[src/rtl/sema_pkg.sv]
package sema_pkg;

    typedef enum logic {
        SIDE_LEFT  = 1'b0,
        SIDE_RIGHT = 1'b1
    } side_e;

    // state of one flag: positive-true request latches plus first-granted side
    typedef struct packed {
        logic  want_l;
        logic  want_r;
        side_e holder;
    } flag_state_t;

endpackage

[src/rtl/sema_flag.sv]
module sema_flag
    import sema_pkg::*;
(
    input  logic clk,
    input  logic rst_n,
    input  logic wr_l,
    input  logic bit_l,
    input  logic wr_r,
    input  logic bit_r,
    output logic view_l,
    output logic view_r
);

    flag_state_t st_d, st_q;
    logic        want_l_n, want_r_n, any_old;

    always_comb begin
        st_d     = st_q;
        want_l_n = wr_l ? ~bit_l : st_q.want_l;
        want_r_n = wr_r ? ~bit_r : st_q.want_r;
        any_old  = st_q.want_l | st_q.want_r;
        st_d.want_l = want_l_n;
        st_d.want_r = want_r_n;
        if (want_l_n && want_r_n) begin
            // earlier holder keeps it; exact tie goes left
            st_d.holder = any_old ? st_q.holder : SIDE_LEFT;
        end else if (want_l_n) begin
            st_d.holder = SIDE_LEFT;
        end else if (want_r_n) begin
            st_d.holder = SIDE_RIGHT;
        end
    end

    always_ff @(posedge clk) begin
        if (!rst_n) begin
            st_q <= '{want_l: 1'b0, want_r: 1'b0, holder: SIDE_LEFT};
        end else begin
            st_q <= st_d;
        end
    end

    // active-low views: 0 means this side holds the token
    assign view_l = ~(st_q.want_l && (st_q.holder == SIDE_LEFT));
    assign view_r = ~(st_q.want_r && (st_q.holder == SIDE_RIGHT));

    logic is_free;
    assign is_free = !st_q.want_l && !st_q.want_r;

    // lone request on a free flag is granted
    a_r3_grant_free: assert property (@(posedge clk) disable iff (!rst_n)
        (is_free && wr_l && !bit_l && !(wr_r && !bit_r)) |=> (!view_l && view_r));

    // a request from the non-holder leaves both views alone
    a_r5_pending_quiet: assert property (@(posedge clk) disable iff (!rst_n)
        (!view_l && wr_r && !bit_r && !wr_l) |=> (!view_l && view_r));

    // holder release with pending claim hands over
    a_r6_handover: assert property (@(posedge clk) disable iff (!rst_n)
        (!view_l && st_q.want_r && wr_l && bit_l && !wr_r) |=> (view_l && !view_r));

    // same-cycle requests on a free flag go left
    a_r7_tie_left: assert property (@(posedge clk) disable iff (!rst_n)
        (is_free && wr_l && !bit_l && wr_r && !bit_r) |=> (!view_l && view_r));

endmodule

[src/rtl/sema_rd_port.sv]
module sema_rd_port #(
    parameter int DATA_W = 8
) (
    input  logic              clk,
    input  logic              rst_n,
    input  logic              rd_open,
    input  logic              flag_val,
    output logic [DATA_W-1:0] rdata
);

    typedef struct packed {
        logic              was_open;
        logic [DATA_W-1:0] held;
    } rd_state_t;

    rd_state_t rs_d, rs_q;

    always_comb begin
        rs_d          = rs_q;
        rs_d.was_open = rd_open;
        if (rd_open && !rs_q.was_open) begin
            rs_d.held = {DATA_W{flag_val}};
        end
    end

    always_ff @(posedge clk) begin
        if (!rst_n) begin
            rs_q <= '{was_open: 1'b0, held: {DATA_W{1'b1}}};
        end else begin
            rs_q <= rs_d;
        end
    end

    assign rdata = rs_q.held;

    // data is always a full copy of one bit
    a_r8_replicated: assert property (@(posedge clk) disable iff (!rst_n)
        (rdata == '0) || (rdata == '1));

    // an open read keeps its captured value
    a_r9_frozen: assert property (@(posedge clk) disable iff (!rst_n)
        (rd_open && rs_q.was_open) |=> $stable(rdata));

endmodule

[src/rtl/sema_token_unit.sv]
module sema_token_unit
    import sema_pkg::*;
#(
    parameter int NUM_FLAGS = 8,
    parameter int ADDR_W    = 14,
    parameter int DATA_W    = 8
) (
    input  logic              clk,
    input  logic              rst_n,
    input  logic              l_sem_sel,
    input  logic              l_rd_en,
    input  logic              l_wr_en,
    input  logic [ADDR_W-1:0] l_addr,
    input  logic [DATA_W-1:0] l_wdata,
    output logic [DATA_W-1:0] l_rdata,
    input  logic              r_sem_sel,
    input  logic              r_rd_en,
    input  logic              r_wr_en,
    input  logic [ADDR_W-1:0] r_addr,
    input  logic [DATA_W-1:0] r_wdata,
    output logic [DATA_W-1:0] r_rdata
);

    localparam int SEL_W = (NUM_FLAGS > 1) ? $clog2(NUM_FLAGS) : 1;

    logic [SEL_W-1:0]     l_idx, r_idx;
    logic [NUM_FLAGS-1:0] view_l_vec, view_r_vec;
    logic                 l_wr, r_wr;

    assign l_idx = l_addr[SEL_W-1:0];
    assign r_idx = r_addr[SEL_W-1:0];
    assign l_wr  = l_sem_sel && l_wr_en;
    assign r_wr  = r_sem_sel && r_wr_en;

    // upper address and data bits take no part in semaphore access
    logic unused_bits;
    assign unused_bits = ^{l_addr[ADDR_W-1:SEL_W], r_addr[ADDR_W-1:SEL_W],
                           l_wdata[DATA_W-1:1], r_wdata[DATA_W-1:1]};

    for (genvar gi = 0; gi < NUM_FLAGS; gi++) begin : g_flag
        sema_flag u_flag (
            .clk    (clk),
            .rst_n  (rst_n),
            .wr_l   (l_wr && (l_idx == SEL_W'(gi))),
            .bit_l  (l_wdata[0]),
            .wr_r   (r_wr && (r_idx == SEL_W'(gi))),
            .bit_r  (r_wdata[0]),
            .view_l (view_l_vec[gi]),
            .view_r (view_r_vec[gi])
        );
    end

    sema_rd_port #(.DATA_W(DATA_W)) u_rd_l (
        .clk      (clk),
        .rst_n    (rst_n),
        .rd_open  (l_sem_sel && l_rd_en),
        .flag_val (view_l_vec[l_idx]),
        .rdata    (l_rdata)
    );

    sema_rd_port #(.DATA_W(DATA_W)) u_rd_r (
        .clk      (clk),
        .rst_n    (rst_n),
        .rd_open  (r_sem_sel && r_rd_en),
        .flag_val (view_r_vec[r_idx]),
        .rdata    (r_rdata)
    );

endmodule

[config.mk]
export PLATFORM = sky130hd
export DESIGN_NAME = sema_token_unit
export DESIGN_NICKNAME = d
export VERILOG_FILES = /design/src/rtl/sema_pkg.sv /design/src/rtl/sema_flag.sv /design/src/rtl/sema_rd_port.sv /design/src/rtl/sema_token_unit.sv
export SDC_FILE = /design/constraint.sdc
export NUM_CORES = 1
export LEC_CHECK = 0
export ABC_CLOCK_PERIOD_IN_PS = 1900
export BUFFER_PORTS_ARGS = -buffer_cell sky130_fd_sc_hd__clkbuf_2
export CORE_MARGIN = 5
export CORE_UTILIZATION = 40
export CTS_CLUSTER_SIZE = 12
export DETAILED_ROUTE_END_ITERATION = 7
export PLACE_DENSITY = 0.69
export SLEW_MARGIN = 0
export SYNTH_ARGS = -nofsm -noshare
export SYNTH_HDL_FRONTEND = slang
export SYNTH_SLANG_ARGS = --single-unit
[constraint.sdc]
create_clock -name clk -period 1.9 [get_ports clk]
set_clock_uncertainty 0.1 [all_clocks]
set_input_delay 0.095 -clock clk [delete_from_list [all_inputs] [get_ports clk]]
set_output_delay 0.095 -clock clk [all_outputs]
set_load 0.1 [all_outputs]
==> run summary, run 1 <==
Post-Syn Nets: 250
ant diodes: 0
Routed Antenna Nets: 0
final wirelength: 3610 um
Initial Util: 0.411
sequential share of the synthesized area: 0.344
CP arrival: 1.25 ns
CP Capture Type: output port
PortBufs: 31
maximum number of pins on one net before global-route repair: 29
clk buf depth: 2
RSZ-0062 raised after global routing: no
Critical Path Slowest Stage Cell: clkbuf_2
Main synth FF type: dfxtp_1
Max Clock Freq: 691 MHz
total leakage power: 0.000747 uW
initial antenna violation count: 0
Fillers: 426
Syn Inst Count: 198
number of synthesized flops with an enable pin: 0
final hold vios: 0
drt first pass iters: 4
final slew viol count: 0
layout cells sized above 1: 0.194
grt ovf: 0
Ys Warns: 0
vias post-DR: 1410
CP cell instances: clkbuf_2
final setup TNS: 0 ns
register bit total from synthesis: 28
power density cells: 743 mW/mm^2
most common cell after layout, fill and taps aside: clkbuf_2
Syn Std Cell Area: 0.00163 mm^2
routability congestion estimate: 0.821
I/O pin count: 68
max-cap violations: 0
# DRC: 0
final setup fails: 0
Hold WS: 0.0359 ns
# resized after CTS: 0
Area growth syn-to-layout: 6.67%
maximum vdd drop: 0.000399 V
Root Driver: clkbuf_8
highest net fanout along the worst path: 9
CTS tree: done
Critical Path Source Type: flop
NumNets Final: 264
Top delay family on crit path: buffers and inverters
CTS clk-pin slew, worst paths: 0.09 ns
# clock sinks: 28
Critical Path Max Stage Delay: 0.51 ns
Routed WL per cell: 13.8 um
vias in the first global route: 1283
CTS buffer count: 3
WP buf/inv: 1
most frequent cells in the layout: clkbuf_2 (31), dfxtp_1 (28), nor2_1 (16)
post-synthesis async set-or-reset flop share: 0
Storage cell area: 561 um^2
Hold/Removal Path Class: in2reg
Syn Area/Cell: 8.24 um^2
dpl hpwl: 2690 um
relative slew slack: 0.640
gr usage total: 0.139
status: finished, final reports clean
final worst-path cycle share: 0.761
H-tree depth: 1
insertion delay to the later sink of the worst-skew pair: 0.28 ns
iteration-0 DRC count of the detailed router: 67
Core ar.: 0.00397 mm^2
critical path class: reg2out
first-pass GRT wire length: 5970 um
Die Area: 0.00546 mm^2
Netlist cell types: 40
Critical Path RT: 1.70 ns
DR vias/cell: 5.40
minimum clock period: 1.45 ns
total power: 1290 uW
Die Wd: 73.9 um
Least-Margin Pin Slew: 0.542 ns
multi-input logic area: 840 um^2
Site Rows: 23
Die H: 73.9 um
## report_power, final
group	internal, uW	switching (uW)	total [uW]
clock network	186	184	369
registers	601	15.0	616
logic	60.3	247	307
total	847	446	1290
## registers in the layout (all words and copies together) (netlist names)
name	cells
u_rd_r.rs_q	1
u_rd_l.rdata	1
g_flag.u_flag.st_q	24
u_rd_l.rs_q	1
u_rd_r.rdata	1
## logic make-up (layout without fill, tap and decap cells)
| logic type | Yosys count | in the layout | share of synthesized area |
|---|---|---|---|
| AND/OR/NAND/NOR | 81 | 81 | 0.272 |
| AO/OA/AOI/OAI | 55 | 55 | 0.242 |
| flip-flops | 28 | 28 | 0.344 |
| buffers and inverters | 34 | 47 | 0.142 |
## layout make-up
class	count	share of cell area
inverters	8	0.0173
multi-input cells	136	0.482
well taps	50	0.0359
flip-flops and latches	28	0.322
repair buffers	35	0.111
clock buffers	4	0.0316
## layer usage
metal	GRT usage	vias up	part of all wire
li1	-	740	-
met1	0.202	628	0.49
met2	0.208	40	0.43
met3	0.0342	2	0.073
met4	0.0302	0	0.0067
met5	0	-	0
## through the flow
step | worst slack [ns] | instance area, um^2 | utilization | instances
floorplan | 0.662 | 1630 | - | 198
global route | 0.380 | 1740 | 0.438 | 261
finish | 0.454 | 1740 | 0.438 | 261
detailed placement | 0.497 | 1660 | 0.417 | 254
global placement | 0.501 | 1660 | 0.417 | 254
CTS | 0.432 | 1740 | 0.438 | 261
## cells in the mapped netlist (2+ instances only)
cell,number,share of area
o211ai_1,14,0.064
buf_4,18,0.083
o311a_1,2,0.012
and2_1,8,0.031
nand2_1,13,0.030
a31oi_1,3,0.012
and3_1,8,0.031
nor2_1,16,0.037
nand2b_1,5,0.019
a21oi_1,14,0.043
inv_1,8,0.018
and3_2,2,0.0092
o221ai_1,8,0.043
o22ai_1,3,0.012
nand3_1,4,0.012
nand3b_1,3,0.014
and3b_1,2,0.011
dfxtp_1,28,0.34
nor2b_1,4,0.015
or2_2,2,0.0077
buf_6,3,0.021
a32oi_1,2,0.011
a211oi_1,2,0.0092
nor4_1,2,0.0077
clkbuf_2,2,0.0061
o311ai_1,2,0.011
nor3_1,6,0.018
and4_1,2,0.011
## repair_timing
action | CTS | global route
hold buffers | 3 | 0
endpoints found under the hold margin | 2 | 0
buffers inserted | 0 | 0
## path summary, 6_finish.rpt
path	cells after the start	end	slack, ns	startpoint
worst max-delay path	1	r_rdata[1]	0.45	u_rd_r.rdata[0]
worst min-delay path	2	u_rd_r.rs_q[8]	0.04	r_sem_sel
worst max register to register	4	u_rd_r.rdata[0]	0.52	g_flag[2].u_flag.st_q[0]
worst min register to register	2	g_flag[2].u_flag.st_q[0]	0.42	g_flag[2].u_flag.st_q[0]
Power figures use the tool's default switching activity.
==> run 2: changes to the inputs <==
--- a/config.mk
+++ b/config.mk
@@ -5,13 +5,13 @@
 export SDC_FILE = /design/constraint.sdc
 export NUM_CORES = 1
 export LEC_CHECK = 0
-export ABC_CLOCK_PERIOD_IN_PS = 1900
+export ABC_CLOCK_PERIOD_IN_PS = 1200
 export BUFFER_PORTS_ARGS = -buffer_cell sky130_fd_sc_hd__clkbuf_2
 export CORE_MARGIN = 5
 export CORE_UTILIZATION = 40
 export CTS_CLUSTER_SIZE = 12
 export DETAILED_ROUTE_END_ITERATION = 7
-export PLACE_DENSITY = 0.69
+export PLACE_DENSITY = 0.71
 export SLEW_MARGIN = 0
 export SYNTH_ARGS = -nofsm -noshare
 export SYNTH_HDL_FRONTEND = slang
==> constraint.sdc (replaced) <==
create_clock -name clk -period 1.2 [get_ports clk]
set_clock_uncertainty 0.1 [all_clocks]
set_input_delay 0.06 -clock clk [delete_from_list [all_inputs] [get_ports clk]]
set_output_delay 0.06 -clock clk [all_outputs]
set_load 0.1 [all_outputs]
==> run summary, run 2 (synthesis results as in run 1) <==
Least-Margin Pin Slew: 0.465 ns
insertion delay to the later sink of the worst-skew pair: 0.28 ns
H-tree depth: 1
ant diodes: 0
most common cell after layout, fill and taps aside: buf_4
failing checks: negative setup slack
met2 GRT Util: 0.275
Die H: 73.9 um
vias in the first global route: 1543
status: finished with violations
CTS tree: done
NumNets Final: 293
final wirelength: 4170 um
# clock sinks: 28
Hold/Removal Path Class: in2reg
Top reg by flops: g_flag.u_flag.st_q
# DRC: 0
maximum number of pins on one net before global-route repair: 29
grt ovf: 0
Die Area: 0.00546 mm^2
Area growth syn-to-layout: 39.9%
relative slew slack: 0.687
dpl hpwl: 3090 um
Routed WL per cell: 14.4 um
gr usage total: 0.165
I/O pin count: 68
Critical Path RT: 1.27 ns
CP arrival: 1.32 ns
RSZ-0062 raised after global routing: yes
Max Clock Freq: 797 MHz
Die Wd: 73.9 um
clk buf depth: 2
routability congestion estimate: 0.822
initial antenna violation count: 0
final worst-path cycle share: 1.05
layout cells sized above 1: 0.342
total leakage power: 0.00102 uW
power density cells: 1060 mW/mm^2
met1 usage: 0.213
CTS clk-pin slew, worst paths: 0.10 ns
CP Capture Type: flop
maximum vdd drop: 0.000501 V
vias post-DR: 1603
iteration-0 DRC count of the detailed router: 118
drt first pass iters: 4
Cells after DPL: 283
M3 GR Usage: 0.0233
minimum clock period: 1.25 ns
final setup fails: 2
critical path class: reg2reg
Critical Path Source Type: flop
DR vias/cell: 5.53
final worst slack: -0.0545 ns
total power: 2430 uW
most frequent cells in the layout: buf_4 (28), dfxtp_1 (23), buf_12 (18)
gr busiest metal: met2
highest net fanout along the worst path: 3
Routed Antenna Nets: 0
Core ar.: 0.00397 mm^2
Site Rows: 23
final hold vios: 0
max-cap violations: 0
PortBufs: 31
Root Driver: clkbuf_8
Initial Util: 0.411
CTS buffer count: 3
max reg flops: 24
final slew viol count: 0
final std cells w/o fill: 290
r2r setup slk: -0.05 ns
first-pass GRT wire length: 7160 um
==> run 2: worst max-delay path, stage by stage (launching register included) <==
cell	delay [ns]
dfxtp_2	0.35
nand2b_4	0.13
a221o_1	0.32
a21oi_1	0.13
o311ai_1	0.11
==> run 2: area by class of cell <==
class	count	area [um^2]
clock buffer	3	41.3
clock inverter	1	30.0
fill	367	1690
inverter	8	30.0
multi-input combinational	136	875
sequential	28	567
tap	50	62.6
timing repair buffer	64	677
==> run 2: final timing paths <==
check                                 from                       end  depth (start not counted)
setup reg to reg  g_flag[0].u_flag.st_q[0]           u_rd_l.rdata[0]                          4
hold reg to reg   g_flag[6].u_flag.st_q[0]  g_flag[6].u_flag.st_q[0]                          2
hold / removal                   l_sem_sel            u_rd_l.rs_q[8]                          3
setup / recovery  g_flag[0].u_flag.st_q[0]           u_rd_l.rdata[0]                          4
==> run 2: metal layers <==
layer  up-vias  wire length (um)
li1        793                 -
met1       749              1850
met3         9               222
met5         -                 0
met4         0                65
met2        52              2040
==> run 2: power breakdown <==
part / internal [uW] / switching [uW] / total (uW)
Combinational: 269 / 438 / 707
Sequential: 953 / 17.9 / 971
Clock: 447 / 305 / 752
==> run 2: per-stage QoR <==
| step | TNS, ns | cell area [um^2] | hold WS, ns | worst slack [ns] | util |
|---|---|---|---|---|---|
| 2_1_floorplan | -0.00380 | 1630 | 0.106 | -0.00380 | - |
| 3_3_place_gp | -0.350 | 2140 | 0.202 | -0.0597 | 0.538 |
| 3_5_place_dp | -0.632 | 2140 | 0.213 | -0.159 | 0.538 |
| 4_1_cts | -0.0871 | 2270 | 0.0472 | -0.0438 | 0.571 |
| 5_1_grt | -0.220 | 2280 | 0.0669 | -0.111 | 0.575 |
| 6_report | -0.0788 | 2280 | 0.0412 | -0.0545 | 0.575 |
==> run 2: what timing repair did <==
action                     in CTS  in global routing
hold endpoints to repair        2                  0
setup endpoints to repair       2                 10
pin swaps                       2                  0
gates resized for setup         8                  5
buffers inserted                1                  0
hold buffers                    2                  0
